[config.mk]
export PLATFORM = sky130hd
export DESIGN_NAME = cfg_boot_seq
export DESIGN_NICKNAME = d
export VERILOG_FILES = /design/src/rtl/cfg_boot_pkg.sv /design/src/rtl/cfg_mode_decode.sv /design/src/rtl/cfg_reconfig_qual.sv /design/src/rtl/cfg_boot_fsm.sv /design/src/rtl/cfg_boot_seq.sv
export SDC_FILE = /design/constraint.sdc
export NUM_CORES = 1
export LEC_CHECK = 0
export BUFFER_PORTS_ARGS = -buffer_cell sky130_fd_sc_hd__buf_2
export CELL_PAD_IN_SITES_DETAIL_PLACEMENT = 0
export CELL_PAD_IN_SITES_GLOBAL_PLACEMENT = 1
export CORE_ASPECT_RATIO = 1.4
export CORE_MARGIN = 3
export CORE_UTILIZATION = 39
export DETAILED_ROUTE_END_ITERATION = 8
export GPL_ROUTABILITY_DRIVEN = 0
export GPL_TIMING_DRIVEN = 0
export PLACE_DENSITY = 0.81
export SYNTH_ARGS = -nofsm -noshare
export SYNTH_HDL_FRONTEND = slang
export SYNTH_SLANG_ARGS = --single-unit
[constraint.sdc]
create_clock -name clk -period 1.8 [get_ports clk]
set_clock_uncertainty 0.1 [all_clocks]
set_input_delay 0.27 -clock clk [delete_from_list [all_inputs] [get_ports clk]]
set_output_delay 0.27 -clock clk [all_outputs]
set_load 0.02 [all_outputs]
[src/rtl/cfg_boot_pkg.sv]
`timescale 1ns/1ps
package cfg_boot_pkg;

   localparam int unsigned SRC_COUNT = 5;

   typedef enum logic [2:0] {
      ST_SAMPLE    = 3'd0,
      ST_WAIT_RDY  = 3'd1,
      ST_LOAD      = 3'd2,
      ST_DONE_HOLD = 3'd3,
      ST_USER      = 3'd4,
      ST_FAIL      = 3'd5,
      ST_ERROR     = 3'd6
   } boot_state_e;

   typedef enum logic [2:0] {
      SRC_INT    = 3'd0,
      SRC_XFLASH = 3'd1,
      SRC_SSPI   = 3'd2,
      SRC_SERIAL = 3'd3,
      SRC_PAR    = 3'd4
   } boot_src_e;

   typedef struct packed {
      logic      valid;
      logic      has_alt;
      boot_src_e first;
      boot_src_e second;
   } boot_plan_t;

endpackage

[src/rtl/cfg_mode_decode.sv]
`timescale 1ns/1ps
module cfg_mode_decode
   import cfg_boot_pkg::*;
(
   input  logic [2:0]  mode_i,
   output boot_plan_t  plan_o
);

   always_comb begin
      plan_o = '{valid: 1'b1, has_alt: 1'b0, first: SRC_INT, second: SRC_INT};
      case (mode_i)
         3'b000: plan_o.first = SRC_INT;
         3'b001: plan_o.first = SRC_SSPI;
         3'b010: plan_o.first = SRC_XFLASH;
         3'b011: plan_o.valid = 1'b0;
         3'b100: begin
            plan_o.first   = SRC_INT;
            plan_o.second  = SRC_XFLASH;
            plan_o.has_alt = 1'b1;
         end
         3'b101: plan_o.first = SRC_SERIAL;
         3'b110: begin
            plan_o.first   = SRC_XFLASH;
            plan_o.second  = SRC_INT;
            plan_o.has_alt = 1'b1;
         end
         default: plan_o.first = SRC_PAR;
      endcase
   end

endmodule

[src/rtl/cfg_reconfig_qual.sv]
`timescale 1ns/1ps
module cfg_reconfig_qual #(
   parameter int unsigned MIN_LOW = 5
) (
   input  logic clk,
   input  logic rst_n,
   input  logic reconfig_n,
   output logic trig_o
);

   localparam int unsigned CNT_W = $clog2(MIN_LOW + 1);

   if (MIN_LOW < 1) begin : g_bad_width
      $error("cfg_reconfig_qual: MIN_LOW must be at least 1");
   end

   if (MIN_LOW == 1) begin : g_edge
      logic low_q;
      always_ff @(posedge clk or negedge rst_n) begin
         if (!rst_n) begin
            low_q  <= 1'b0;
            trig_o <= 1'b0;
         end else begin
            low_q  <= !reconfig_n;
            trig_o <= reconfig_n && low_q;
         end
      end
   end else begin : g_count
      logic [CNT_W-1:0] cnt_q;
      always_ff @(posedge clk or negedge rst_n) begin
         if (!rst_n) begin
            cnt_q  <= '0;
            trig_o <= 1'b0;
         end else if (!reconfig_n) begin
            if (cnt_q != CNT_W'(MIN_LOW)) cnt_q <= cnt_q + 1'b1;
            trig_o <= 1'b0;
         end else begin
            trig_o <= (cnt_q == CNT_W'(MIN_LOW));
            cnt_q  <= '0;
         end
      end
   end

endmodule

[src/rtl/cfg_boot_fsm.sv]
`timescale 1ns/1ps
module cfg_boot_fsm
   import cfg_boot_pkg::*;
(
   input  logic        clk,
   input  logic        rst_n,
   input  logic        trig_i,
   input  logic        reconfig_n,
   input  logic        ready_i,
   input  boot_plan_t  plan_i,
   input  logic        src_ok_i,
   input  logic        src_fail_i,
   input  logic        done_hold_n,
   output boot_state_e state_o,
   output boot_src_e   cur_src_o,
   output logic        start_o
);

   boot_state_e state_q;
   logic        has_alt_q;
   boot_src_e   first_q;
   boot_src_e   second_q;
   logic        on_alt_q;
   logic        start_q;

   always_ff @(posedge clk or negedge rst_n) begin
      if (!rst_n) begin
         state_q   <= ST_SAMPLE;
         has_alt_q <= 1'b0;
         first_q   <= SRC_INT;
         second_q  <= SRC_INT;
         on_alt_q  <= 1'b0;
         start_q   <= 1'b0;
      end else begin
         start_q <= 1'b0;
         if (trig_i) begin
            state_q  <= ST_SAMPLE;
            on_alt_q <= 1'b0;
         end else if (reconfig_n) begin
            case (state_q)
               ST_SAMPLE: begin
                  has_alt_q <= plan_i.has_alt;
                  first_q   <= plan_i.first;
                  second_q  <= plan_i.second;
                  on_alt_q  <= 1'b0;
                  state_q   <= plan_i.valid ? ST_WAIT_RDY : ST_ERROR;
               end
               ST_WAIT_RDY: begin
                  if (ready_i) begin
                     start_q <= 1'b1;
                     state_q <= ST_LOAD;
                  end
               end
               ST_LOAD: begin
                  if (src_ok_i) begin
                     state_q <= ST_DONE_HOLD;
                  end else if (src_fail_i) begin
                     if (has_alt_q && !on_alt_q) begin
                        on_alt_q <= 1'b1;
                        state_q  <= ST_WAIT_RDY;
                     end else begin
                        state_q <= ST_FAIL;
                     end
                  end
               end
               ST_DONE_HOLD: begin
                  if (done_hold_n) state_q <= ST_USER;
               end
               default: ;
            endcase
         end
      end
   end

   assign state_o   = state_q;
   assign cur_src_o = on_alt_q ? second_q : first_q;
   assign start_o   = start_q;

endmodule

[src/rtl/cfg_boot_seq.sv]
`timescale 1ns/1ps
module cfg_boot_seq
   import cfg_boot_pkg::*;
#(
   parameter int unsigned CLK_PERIOD_PS = 5000,
   parameter int unsigned MIN_PULSE_PS  = 25000,
   parameter int unsigned MODE_W        = 3
) (
   input  logic                 clk,
   input  logic                 rst_n,
   input  logic                 reconfig_n,
   input  logic [MODE_W-1:0]    mode_pins,
   input  logic                 ready_in,
   input  logic                 done_hold_n,
   input  logic                 src_ok,
   input  logic                 src_fail,
   output logic [SRC_COUNT-1:0] src_sel,
   output logic                 src_start,
   output logic                 done_out,
   output logic                 user_mode,
   output logic [2:0]           state_code
);

   localparam int unsigned MIN_LOW_CYC = (MIN_PULSE_PS + CLK_PERIOD_PS - 1) / CLK_PERIOD_PS;

   if (MODE_W != 3) begin : g_bad_mode
      $error("cfg_boot_seq: MODE_W must be 3");
   end
   if (CLK_PERIOD_PS == 0 || MIN_PULSE_PS == 0) begin : g_bad_time
      $error("cfg_boot_seq: clock period and pulse width must be non-zero");
   end

   logic        trig;
   boot_plan_t  plan;
   boot_state_e state;
   boot_src_e   cur_src;
   logic        sel_live;

   cfg_reconfig_qual #(.MIN_LOW(MIN_LOW_CYC)) u_qual (
      .clk        (clk),
      .rst_n      (rst_n),
      .reconfig_n (reconfig_n),
      .trig_o     (trig)
   );

   cfg_mode_decode u_decode (
      .mode_i (mode_pins[2:0]),
      .plan_o (plan)
   );

   cfg_boot_fsm u_fsm (
      .clk         (clk),
      .rst_n       (rst_n),
      .trig_i      (trig),
      .reconfig_n  (reconfig_n),
      .ready_i     (ready_in),
      .plan_i      (plan),
      .src_ok_i    (src_ok),
      .src_fail_i  (src_fail),
      .done_hold_n (done_hold_n),
      .state_o     (state),
      .cur_src_o   (cur_src),
      .start_o     (src_start)
   );

   assign sel_live = (state == ST_WAIT_RDY) || (state == ST_LOAD);

   for (genvar i = 0; i < SRC_COUNT; i++) begin : g_sel
      assign src_sel[i] = sel_live && (int'(cur_src) == i);
   end

   assign done_out   = ((state == ST_DONE_HOLD) || (state == ST_USER)) && reconfig_n && ready_in;
   assign user_mode  = (state == ST_USER);
   assign state_code = state;

endmodule

Word-level counts from Yosys, hierarchy flattened --
Index checks and enable logic that the tools add are counted.
Storage, ports and cells: register bits after elaboration 16, bits of input ports 10, logic and storage cells 82
Cells by class: add/subtract/negate cells 1, eq/ne operators 22, mux-type cells 26, bitwise logic cells 1, reduce and logical (&&, ||, !) cells 24
Operators by type and width (number):
- $mux W3 | 11
- $eq A3 B3 Y1 const B | 8
- $pmux W3 S4 | 2
- $eq A3 B2 Y1 const B | 5
- $mux W1 | 12
- $ne A3 B2 Y1 const B | 4
- $reduce_and A5 Y1 | 2
- $logic_not A3 Y1 | 3
- $logic_and A1 B1 Y1 | 8
- $eq A3 B1 Y1 const B | 2
- $reduce_bool A5 Y1 | 1
- $ne A4 B3 Y1 const B | 1
- $reduce_bool A2 Y1 | 2
- $reduce_or A2 Y1 | 2
- $add A3 B1 Y3 const B | 1
- $ne A3 B1 Y1 const B | 1
- $ne A3 B3 Y1 const B | 1
- $reduce_and A3 Y1 | 1
- $reduce_bool A3 Y1 | 1
- $reduce_or A3 Y1 | 1
- $logic_or A1 B1 Y1 | 2
- $pmux W1 S2 | 1
- $logic_not A1 Y1 | 1
- $not A1 Y1 | 1

Logic depth before layout (Yosys ltp) --
Gate-level depths: netlist of run 1.
depth in word-level cells 8, gate-level depth with buffers 5, gate-level depth less buffers 5

By module --
A second synthesis of run 1 with hierarchy kept.
Unflattened totals: cells, all modules 94, area total of the unflattened synthesis 1011.0 sq um
By module, submodules not included:
- cfg_boot_fsm | instances 1, cells an instance 54, area each 623.1 sq um, sequential area each 300.3 sq um
- cfg_reconfig_qual | instances 1, cells an instance 17, area each 196.4 sq um, sequential area each 100.1 sq um
- cfg_boot_seq | instances 1, cells an instance 12, area each 120.1 sq um, sequential area each 0.0 sq um
- cfg_mode_decode | instances 1, cells an instance 11, area each 71.3 sq um, sequential area each 0.0 sq um

Worst setup path after synthesis of run 1 --
OpenSTA, ideal clock, no wires.
kind reg2out, start register u_fsm.state_q[0] (netlist: u_fsm.state_o[0]), end output src_sel[2], data arrival time 1.752 ns, data required time 1.430 ns, setup slack -0.322 ns, stages on the path, launching flop included 5, path buffers 1, path through dfrtp_1 -> buf_2 -> nand2b_1 -> a21o_1 -> nor4_1
On the way: cells in the longest elaborated chain, start to end 3
Ends and longest elaborated chain:
- start: declaration | line cfg_boot_fsm.sv:19 | boot_state_e state_q;
- start signal: assignment | line cfg_boot_fsm.sv:46 | state_q <= plan_i.valid ? ST_WAIT_RDY : ST_ERROR;
- $eq A3 B1 Y1 or $eq A3 B2 Y1 (tied branches) | line cfg_boot_seq.sv:66 | assign sel_live = (state == ST_WAIT_RDY) || (state == ST_LOAD);
- $logic_or A1 B1 Y1 * | line cfg_boot_seq.sv:66
- $logic_and A1 B1 Y1 * | line cfg_boot_seq.sv:69 | assign src_sel[i] = sel_live && (int'(cur_src) == i);
- end: declaration | line cfg_boot_seq.sv:17 | output logic [SRC_COUNT-1:0] src_sel,
Mark *: on every way between the ends. The rest lies on a longest branch, timed or not.

Final worst setup path of run 1 --
start register u_fsm.state_q[0] (netlist: u_fsm.state_o[0]), end output src_sel[3]
The elaborated chain is that of the path after synthesis.

==> impl_metrics.csv, run 1 <==
group,metric,value,unit
setup_path,cp_slowest_cell,"dfrtp_1",
clock_network,insertion_delay,280,ps
place,dp_hpwl,1.36,mm
synthesis,synth-seq-area-share,39.7,%
power,leakagePower,0.578,nW
layout,drive_above_1_share,39.8,%
timing,max_clock_freq,0.518,GHz
routing,drt_iter0_drc,15,
timing,tns,-549,ps
synthesis,yosys_warnings,0,
run_status,failed_checks,"negative setup slack",
floorplan,die_area,2880,sq um
setup_path,critPathArrivalTime,1560,ps
floorplan,start_util,43.2,%
timing,setup_ws,-131,ps
setup_path,path_cells,"buf_6 > nand2b_4 > a21o_4 > nor4b_4 > buf_4",
setup_path,max_stage_delay,400,ps
routing,num_vias,790,
clock_network,htree_levels,1,
floorplan,die_h,62.3,um
routing,wl,1.99,mm
setup_path,cp_max_fo,5,
setup_path,crit_type,"flip-flop to primary output",
global_routing,grt_usage,15.0,%
global_routing,grt_pass1_vias,786,
power,peakVddDrop,713,uV
timing,slew_violations,0,
routing,dr.pass1.iters,4,
setup_path,start_kind,"flip-flop",
clock_network,cts_tree,"done",
timing,post-route-period-util,107,%
global_routing,grt_max_degree,15,
routing,wl_per_cell,13.8,um
clock_network,clock-sinks,14,
synthesis,synth_area_per_cell,9.93,sq um
run_status,status,"complete, but fails checks",
synthesis,synthCells,89,
synthesis,synth_seq_cells,14,
floorplan,io_pins,21,
timing,slew_headroom,72.6,%
hold_path,hp-class,"primary input to flip-flop",
setup_path,cp.required,1430,ps
routing,ant_nets,0,
clock_network,path_clk_slew,90,ps
layout,fillers,188,
floorplan,die_w,46.2,um
place,pre_cts_ws,-53.8,ps
layout,n_antenna_cell,0,
timing,worst-slew-pin-transition,408,ps
synthesis,syn-cell-area,883,sq um
floorplan,coreArea,2040,sq um
clock_network,clockBufferDepth,2,
layout,syn_to_final_growth,36.1,%
layout,fin_nets,136,
global_routing,grt_first_pass_wirelength,3.27,mm
run,cap_viol_max_count,0,
clock_network,cts_inserted_buffers,3,
synthesis,synth_fp_nets,101,
global_routing,grt_overflow,0,
timing,fin_crit,1930,ps
global_routing,antenna_found_initial,0,
clock_network,root_buffer,"clkbuf_4",
routing,drc,0,
synthesis,ys_types,30,
floorplan,row_count,19,
timing,setup_viol,6,
place,portBuffers,20,
setup_path,setup.worst_path.end_class,"primary output",
layout,post-route-util,58.8,%
timing,rsz0062_at_grt,"yes",
timing,hold_violations,0,
power,power_density,1450,nW/um^2
routing,vias_per_cell,5.49,
## where the power goes
part	leakage [nW]	total, mW	switching, mW	internal [mW]
clock	0.0210	0.229	0.106	0.123
sequential	0.179	0.549	0.135	0.415
combinational	0.378	0.962	0.451	0.511
## state kept, by name, indices dropped and copies added (netlist names)
signal	flops
u_fsm.start_o	1
u_fsm.on_alt_q	1
u_fsm.state_o	3
u_qual.trig_o	1
u_qual.g_count.cnt_q	3
u_fsm.second_q	1
u_fsm.first_q	3
u_fsm.has_alt_q	1
## Yosys cell counts
| master | instances | share of area, % |
|---|---|---|
| nor4b_1 | 2 | 2.0 |
| a41oi_1 | 1 | 0.99 |
| mux2_2 | 4 | 5.1 |
| nor4b_2 | 1 | 1.7 |
| o211a_1 | 1 | 1.1 |
| xnor2_1 | 1 | 0.99 |
| dfrtp_1 | 14 | 40 |
| nor4_4 | 1 | 2.4 |
| inv_1 | 5 | 2.1 |
| a21o_1 | 3 | 2.5 |
| a221oi_1 | 3 | 3.0 |
| a41o_1 | 1 | 1.1 |
| nor4_1 | 3 | 2.1 |
| nand2b_1 | 6 | 4.2 |
| nand2_1 | 5 | 2.1 |
| nor2b_1 | 7 | 5.0 |
| a21oi_1 | 2 | 1.1 |
| and3_1 | 2 | 1.4 |
| mux2i_1 | 3 | 3.4 |
| a211oi_1 | 3 | 2.5 |
| nor2_1 | 10 | 4.2 |
| buf_6 | 1 | 1.3 |
| nand2b_4 | 1 | 1.6 |
| o21bai_1 | 1 | 0.85 |
| and2_1 | 1 | 0.71 |
| nand3b_1 | 1 | 0.85 |
| buf_2 | 1 | 0.57 |
| ha_1 | 2 | 2.8 |
| mux2_1 | 1 | 1.3 |
| nor3_1 | 2 | 1.1 |
## area by class of cell
cell class              instances  area [sq um]  share of cell area [%]
inverters                       5          18.8                    1.56
multi-input cells              68           552                    45.9
clock buffers                   4          36.3                    3.02
repair buffers                 30           196                    16.3
flip-flops and latches         14           350                    29.1
plain buffers                   2          22.5                    1.87
well taps                      21          26.3                    2.19
## what timing repair did
item / 4_1_cts / 5_1_grt
buffers inserted: 8 / 1
hold buffers: 1 / 0
hold endpoints to repair: 14 / 0
pin swaps: 4 / 0
gates resized for setup: 9 / 8
setup endpoints to repair: 6 / 7
## cells in the final DEF (no fill, tap or decap), types with 2 or more instances in the layout
cell type / instances
a21o_1: 2
a21oi_1: 2
nor3_1: 2
nand2b_4: 3
nand2b_1: 4
mux2_2: 4
nor2b_1: 7
mux2i_1: 3
nor4_1: 2
buf_4: 14
and3_1: 2
buf_2: 14
nor2_1: 9
inv_1: 5
ha_1: 2
clkbuf_4: 3
dfrtp_1: 14
a221oi_1: 3
buf_6: 3
a211oi_1: 3
nand2_1: 5
## final timing paths
path | start | end | slack, ps | cells after the start
worst max-delay path | u_fsm.state_o[0] | src_sel[3] | -130 | 5
worst min-delay path | ready_in | u_fsm.start_o | 120 | 3
worst max register to register | u_fsm.state_o[0] | u_fsm.state_o[1] | 180 | 5
worst min register to register | u_fsm.has_alt_q | u_fsm.has_alt_q | 460 | 1
max in group asynchronous | rst_n | u_fsm.second_q[0] | 1040 | 2
min in group asynchronous | rst_n | u_fsm.start_o | 310 | 2
## logic make-up (layout without fill, tap and decap cells)
family	count (synthesis)	in the layout	share of synthesized area, %
buf+inv	7	41	3.97
mux	8	8	9.77
flops	14	14	39.7
simple gates	42	42	29.5
fa+ha+maj	2	2	2.83
compound gates	15	15	13.3
xor+xnor	1	1	0.992
## metal layers
metal | vias up | global-route usage [%] | routed length [um]
li1 | 392 | - | -
met3 | 4 | 2.60 | 84
met2 | 21 | 26.0 | 1050
met1 | 373 | 17.2 | 830
met5 | - | 0 | 0
met4 | 0 | 5.34 | 25
## critical path, delay by kind of cell, from the launching register on
| kind | cells | cell delay (ps) |
|---|---|---|
| AO/OA/AOI/OAI | 1 | 230 |
| buffers and inverters | 2 | 310 |
| flip-flops | 1 | 400 |
| AND/OR/NAND/NOR | 2 | 330 |
## per-stage QoR
step	total power [mW]	cell area (sq um)	std cells	hold slack [ps]
3_5_place_dp	1.23	1020	130	96.2
3_3_place_gp	1.22	1020	130	86.2
6_report	1.74	1200	144	116
4_1_cts	1.67	1160	143	112
5_1_grt	1.87	1200	144	112
2_1_floorplan	1.05	890	89	-126
(Power assumes the default switching activity.)
==> run 2: changes to the inputs <==
--- a/config.mk
+++ b/config.mk
@@ -5,16 +5,18 @@
 export SDC_FILE = /design/constraint.sdc
 export NUM_CORES = 1
 export LEC_CHECK = 0
+export ABC_AREA = 1
 export BUFFER_PORTS_ARGS = -buffer_cell sky130_fd_sc_hd__buf_2
 export CELL_PAD_IN_SITES_DETAIL_PLACEMENT = 0
 export CELL_PAD_IN_SITES_GLOBAL_PLACEMENT = 1
 export CORE_ASPECT_RATIO = 1.4
 export CORE_MARGIN = 3
-export CORE_UTILIZATION = 39
+export CORE_UTILIZATION = 36
 export DETAILED_ROUTE_END_ITERATION = 8
 export GPL_ROUTABILITY_DRIVEN = 0
 export GPL_TIMING_DRIVEN = 0
-export PLACE_DENSITY = 0.81
+export PLACE_DENSITY = 0.8
+export SLEW_MARGIN = 25
 export SYNTH_ARGS = -nofsm -noshare
 export SYNTH_HDL_FRONTEND = slang
 export SYNTH_SLANG_ARGS = --single-unit
==> run 2 against run 1 <==
Effect of this change:
- the flow now finishes without violations
- combinational power shrank 23%
- maximum frequency grew 11%
- cell count grew 31%
- via count grew 18%
- hold slack lost 25 ps
- worst setup slack gained 190 ps
- critical endpoint unchanged
- highest routed layer unchanged
==> impl_metrics.csv, run 2 <==
group,metric,value,unit
global_routing,met3_usage,1.64,%
routing,drt_iter0_drc,49,
clock_network,root_buffer,"clkbuf_4",
global_routing,use_met2,24.8,%
setup_path,r2r-end,"u_fsm.second_q[0]",
run,cap_viol_max_count,0,
timing,fin_crit,1750,ps
setup_path,critPathArrivalTime,1380,ps
timing,post-route-period-util,97.0,%
layout,drive_above_1_share,34.0,%
run_status,status,"completed",
synthesis,synth_most_common_cell,"nand2_1",
power,p_comb_share,51.6,%
hold_path,hp-class,"primary input to flip-flop",
timing,rsz0062_at_grt,"yes",
global_routing,grt_pass1_vias,877,
floorplan,die_h,65.1,um
routing,vias_per_cell,4.92,
power,power,1.43,mW
power,clkPwrFrac,12.6,%
setup_path,max_stage_delay,460,ps
clock_network,path_clk_slew,80,ps
timing,slew_headroom,79.0,%
setup_path,cp_max_fo,4,
routing,wl_per_cell,11.7,um
global_routing,globalRoute.busiestLayer,"met2",
floorplan,coreArea,2280,sq um
routing,dr.pass1.iters,4,
setup_path,path_cells,"o21ai_4 > inv_2 > nor4_2 > buf_4",
power,seqPwrFrac,35.8,%
power,p_int,0.779,mW
routing,drc,0,
place,dp_hpwl,1.67,mm
global_routing,grt_usage,16.5,%
synthesis,synth_seq_cells,14,
layout,fillers,238,
synthesis,syn-cell-area,898,sq um
synthesis,synth_top_area_share,39.0,%
layout,syn_to_final_growth,34.4,%
layout,fin_cells,189,
power,p_sw,0.646,mW
hold_path,hold_end,"u_qual.g_count.cnt_q[2]",
power,leakagePower,0.585,nW
hold_path,hold_start,"reconfig_n",
clock_network,clock-sinks,14,
global_routing,grt_first_pass_wirelength,3.84,mm
floorplan,die_area,3140,sq um
synthesis,yosys-top-cells-count,"27 x nand2_1, 17 x nor2_1, 14 x dfrtp_1, 14 x nand3_1, 13 x inv_1",
power,peakVddDrop,553,uV
synthesis,yosys-top-cells-area,"dfrtp_1 39%, nand2_1 11%, nand3_1 7.8%",
synthesis,ys.flop_type,"dfrtp_1",
global_routing,grt_overflow,0,
hold_path,hold_depth,2,
setup_path,cp.required,1430,ps
synthesis,ys_types,22,
timing,slew_violations,0,
synthesis,synth_fp_nets,139,
synthesis,synth-edff-count,0,
power,power_density,1180,nW/um^2
clock_network,cts_inserted_buffers,3,
layout,fin_nets,170,
timing,max_clock_freq,0.573,GHz
place,dp.cells,180,
timing,hold_violations,0,
routing,ant_nets,0,
floorplan,die_w,48.2,um
layout,multi_input_area,538,sq um
clock_network,htree_levels,1,
setup_path,crit_type,"flip-flop to primary output",
setup_path,start_kind,"flip-flop",
synthesis,yosys_warnings,0,
synthesis,synth_top_area_cell,"dfrtp_1",
place,portBuffers,20,
floorplan,row_count,20,
layout,layout_commonest_cell,"nand2_1",
timing,worst-slew-pin-transition,315,ps
clock_network,insertion_delay,280,ps
power,p_sw_share,45.3,%
synthesis,synth-seq-area-share,39.0,%
synthesis,async_flop_share,100,%
setup_path,r2r_cells,6,
setup_path,reg2reg_from,"u_fsm.state_o[0]",
clock_network,clockBufferDepth,2,
global_routing,antenna_found_initial,0,
routing,num_vias,930,
timing,setup_viol,0,
global_routing,gr-usage-met1,23.1,%
floorplan,start_util,39.5,%
clock_network,cts_tree,"done",
setup_path,r2r_setup_slack,300,ps
global_routing,grt_max_degree,15,
setup_path,setup.worst_path.end_class,"primary output",
layout,final_cell_mix,"25 x nand2_1, 16 x nor2_1, 15 x buf_2",
setup_path,cp_slowest_cell,"dfrtp_2",
synthesis,synthCells,127,
routing,wl,2.22,mm
synthesis,synth_area_per_cell,7.07,sq um
layout,n_antenna_cell,0,
layout,ff_latch_area,354,sq um
floorplan,io_pins,21,
run 2: cell types whose count changed in the layout (fill, tap and decap cells not counted), sizes merged, moves of 7 or more:
cell | before | now
inv | 5 | 18
nand2 | 5 | 30
nand2b | 7 | 0
nand3 | 0 | 15
nand4 | 0 | 7
nor2 | 10 | 19
nor2b | 7 | 0
o21ai | 0 | 10
run 2: layout make-up:
type                            instances  share of cell area [%]
Tap cell                               33                    3.42
Clock buffer                            3                    1.87
Buffer                                  1                   0.933
Multi-Input combinational cell         94                    44.6
Inverter                               18                    6.63
Timing Repair Buffer                   26                    13.3
Sequential cell                        14                    29.3
run 2: kinds of logic (layout without fill, tap and decap cells):
logic type | after synthesis | count (layout) | share of synthesized area (%)
AOI/OAI and AO/OA | 15 | 15 | 9.05
xor gates and xnor gates | 1 | 1 | 0.975
adders and majority gates | 2 | 2 | 2.79
buffers and inverters | 19 | 48 | 8.08
DFF | 14 | 14 | 39.0
and+or+nand+nor | 76 | 76 | 40.1
run 2: critical path: cells and delay by family (launching register included):
kind	cells	cell delay, ps
buffers and inverters	2	240
AND/OR/NAND/NOR	1	210
AO/OA/AOI/OAI	1	180
flip-flops	1	460
run 2: metrics by stage:
stage               hold slack, ps  setup WS [ps]  util (%)  area (sq um)  TNS, ps
finish                        90.5           54.5      53.0          1210        0
detailed placement            88.0            147      46.3          1050        0
CTS                           90.3           7.25      50.1          1140        0
floorplan                     -126           42.4         -           913        0
global route                   109          -46.6      53.0          1210    -52.4
global placement              86.1            179      46.3          1050        0
run 2: worst max path at each step:
stage | cells past startpoint | end | start | slack, ps
4_1_cts | 4 | src_sel[3] | u_fsm.on_alt_q | 7
3_3_place_gp | 6 | src_sel[3] | u_fsm.state_o[1] | 180
6_report | 4 | src_sel[3] | u_fsm.on_alt_q | 50
2_1_floorplan | 5 | src_sel[3] | u_fsm.state_o[1] | 40
3_5_place_dp | 6 | src_sel[3] | u_fsm.state_o[1] | 150
5_1_grt | 6 | src_sel[0] | u_fsm.state_o[1] | -50
run 2: per-layer routing:
layer | routed length (um) | up-vias
met5 | 0 | -
met4 | 29 | 0
met3 | 73 | 5
met2 | 1170 | 19
met1 | 947 | 424
li1 | - | 482
run 2: power by group through the flow:
stage | logic [mW] | registers (mW) | clock network [mW]
finish | 0.736 | 0.510 | 0.180
global placement | 0.538 | 0.503 | 0
global route | 0.824 | 0.528 | 0.196
floorplan | 0.375 | 0.515 | 0
CTS | 0.637 | 0.501 | 0.184
detailed placement | 0.543 | 0.505 | 0
run 2: what timing repair did:
action / CTS / global route
hold endpoints to repair: 14 / 0
pin swaps: 1 / 4
gates resized for setup: 10 / 18
setup buffers: 3 / 2
hold buffers: 1 / 0
setup endpoints to repair: 6 / 5
==> run 3: changes to the inputs <==
--- a/config.mk
+++ b/config.mk
@@ -15,7 +15,7 @@
 export DETAILED_ROUTE_END_ITERATION = 8
 export GPL_ROUTABILITY_DRIVEN = 0
 export GPL_TIMING_DRIVEN = 0
-export PLACE_DENSITY = 0.8
+export PLACE_DENSITY_LB_ADDON = 0.1
 export SLEW_MARGIN = 25
 export SYNTH_ARGS = -nofsm -noshare
 export SYNTH_HDL_FRONTEND = slang
==> run 3 against run 2 <==
Effect of this change:
- via count grew 1.3%
- maximum frequency rose by 0.19%
- cell count down 0.53%
- sequential share of layout area rose by 0.28 points
- utilization shrank 0.49 points
- first-iteration DRC count fell by 45%
- hold slack better by 11 ps
- sequential cell count did not move
- final area fell by 0.93%
==> impl_metrics.csv, run 3 (same netlist as run 2, synthesis figures left out) <==
group,metric,value,unit
run_status,status,"completed",
hold_path,hp-class,"primary input to flip-flop",
place,pre_cts_ws,147,ps
routing,wl,2.22,mm
setup_path,path_cells,"o21ai_4 > inv_2 > nor4_2 > buf_4",
floorplan,die_area,3140,sq um
routing,drc,0,
setup_path,crit_type,"flip-flop to primary output",
layout,multi_input_area,539,sq um
layout,stdcell_area,1200,sq um
timing,setup_ws,57.8,ps
power,p_comb_share,51.7,%
timing,setup_viol,0,
routing,num_vias,942,
timing,hold_violations,0,
power,leakagePower,0.578,nW
layout,ff_latch_area,354,sq um
setup_path,cp_slowest_cell,"dfrtp_2",
place,placedInstanceArea,1050,sq um
power,power_density,1190,nW/um^2
timing,max_clock_freq,0.574,GHz
global_routing,grt_max_degree,15,
setup_path,r2r_cells,7,
layout,post-route-util,52.5,%
setup_path,startpoint,"u_fsm.on_alt_q",
layout,layout_commonest_cell,"nand2_1",
routing,dr.pass1.iters,4,
floorplan,die_h,65.1,um
floorplan,row_count,20,
layout,final_cell_mix,"27 x nand2_1, 17 x buf_2, 15 x nor2_1",
layout,syn_to_final_growth,33.1,%
clock_network,root_buffer,"clkbuf_4",
floorplan,io_pins,21,
setup_path,max_stage_delay,450,ps
power,peakVddDrop,533,uV
routing,ant_nets,0,
setup_path,cp_max_fo,4,
power,seqPwrFrac,35.7,%
global_routing,grt_overflow,0,
layout,n_antenna_cell,0,
setup_path,start_kind,"flip-flop",
timing,slew_violations,0,
power,clkPwrFrac,12.6,%
clock_network,clock-sinks,14,
timing,rsz0062_at_grt,"yes",
place,portBuffers,20,
setup_path,reg2reg_from,"u_fsm.state_o[0]",
run,cap_viol_max_count,0,
floorplan,coreArea,2280,sq um
global_routing,antenna_found_initial,0,
power,power,1.42,mW
setup_path,critPathArrivalTime,1370,ps
clock_network,insertion_delay,280,ps
global_routing,grt_first_pass_wirelength,4.02,mm
power,p_int,0.773,mW
timing,tns,0,ps
power,p_sw_share,45.7,%
setup_path,setup.worst_path.end_class,"primary output",
clock_network,clockBufferDepth,2,
global_routing,grt_pass1_vias,956,
routing,wl_per_cell,11.8,um
timing,post-route-period-util,96.8,%
setup_path,endpoint,"src_sel[3]",
clock_network,cts_tree,"done",
routing,vias_per_cell,5.01,
timing,worst-slew-pin-transition,326,ps
clock_network,cts_inserted_buffers,3,
layout,fillers,232,
power,p_sw,0.649,mW
floorplan,start_util,39.5,%
setup_path,r2r_setup_slack,260,ps
setup_path,r2r-end,"u_fsm.second_q[0]",
place,dp_hpwl,1.68,mm
global_routing,grt_usage,17.6,%
setup_path,cp.required,1430,ps
clock_network,htree_levels,1,
routing,drt_iter0_drc,27,
timing,fin_crit,1740,ps
layout,fin_nets,169,
timing,slew_headroom,78.3,%
clock_network,path_clk_slew,80,ps
layout,drive_above_1_share,33.5,%
floorplan,die_w,48.2,um
hold_path,hold_depth,2,
run 3: changes by cell type in the layout (fill, tap and decap cells not counted), sizes merged:
cell  previous run  this run
buf             26        25
run 3: what timing repair did:
action / CTS / global route
endpoints found under the hold margin: 14 / 0
setup endpoints to repair: 6 / 5
pin swaps: 2 / 3
gates resized for setup: 11 / 15
hold buffers: 1 / 0
buffers inserted: 2 / 2
run 3: worst max-delay path: cells and delay by family (launching register included):
family / cells / cell delay (ps)
buffers and inverters: 2 / 230
AND/OR/NAND/NOR: 1 / 220
flip-flops: 1 / 450
AO/OA/AOI/OAI: 1 / 190
run 3: worst min-delay path by stage:
stage	startpoint	end	slack, ps
global placement	rst_n	u_fsm.state_o[0]	90
CTS	mode_pins[1]	u_fsm.second_q[0]	90
floorplan	rst_n	u_fsm.first_q[0]	-130
global route	mode_pins[1]	u_fsm.second_q[0]	90
finish	mode_pins[1]	u_fsm.second_q[0]	100
detailed placement	rst_n	u_fsm.state_o[1]	90
run 3: stage by stage:
step                      hold slack [ps]  std cells
after global placement               91.8        180
after floorplan                      -126        127
after CTS                            87.4        186
after detailed placement             91.9        180
final                                 102        188
after global routing                 90.1        188
run 3: metal layers:
layer,GRT usage (%),part of all wire (%),vias up,wire [um]
met3,1.64,2.2,6,48
li1,-,-,484,-
met5,0,0,-,0
met1,21.7,43,439,949
met2,28.3,53,13,1160
met4,9.76,2.3,0,52
run 3: area by class of cell:
cell class,count,share of cell area [%]
inverters,18,6.69
repair buffers,25,12.3
flip-flops and latches,14,29.6
well taps,33,3.45
multi-input cells,94,45.1
clock buffers,3,1.88
plain buffers,1,0.941
run 3: power by group through the flow:
| stage | registers, mW | clock network, mW | logic, mW |
|---|---|---|---|
| floorplan | 0.515 | 0 | 0.375 |
| global placement | 0.501 | 0 | 0.540 |
| detailed placement | 0.501 | 0 | 0.546 |
| CTS | 0.500 | 0.192 | 0.634 |
| global route | 0.527 | 0.204 | 0.819 |
| finish | 0.508 | 0.179 | 0.735 |
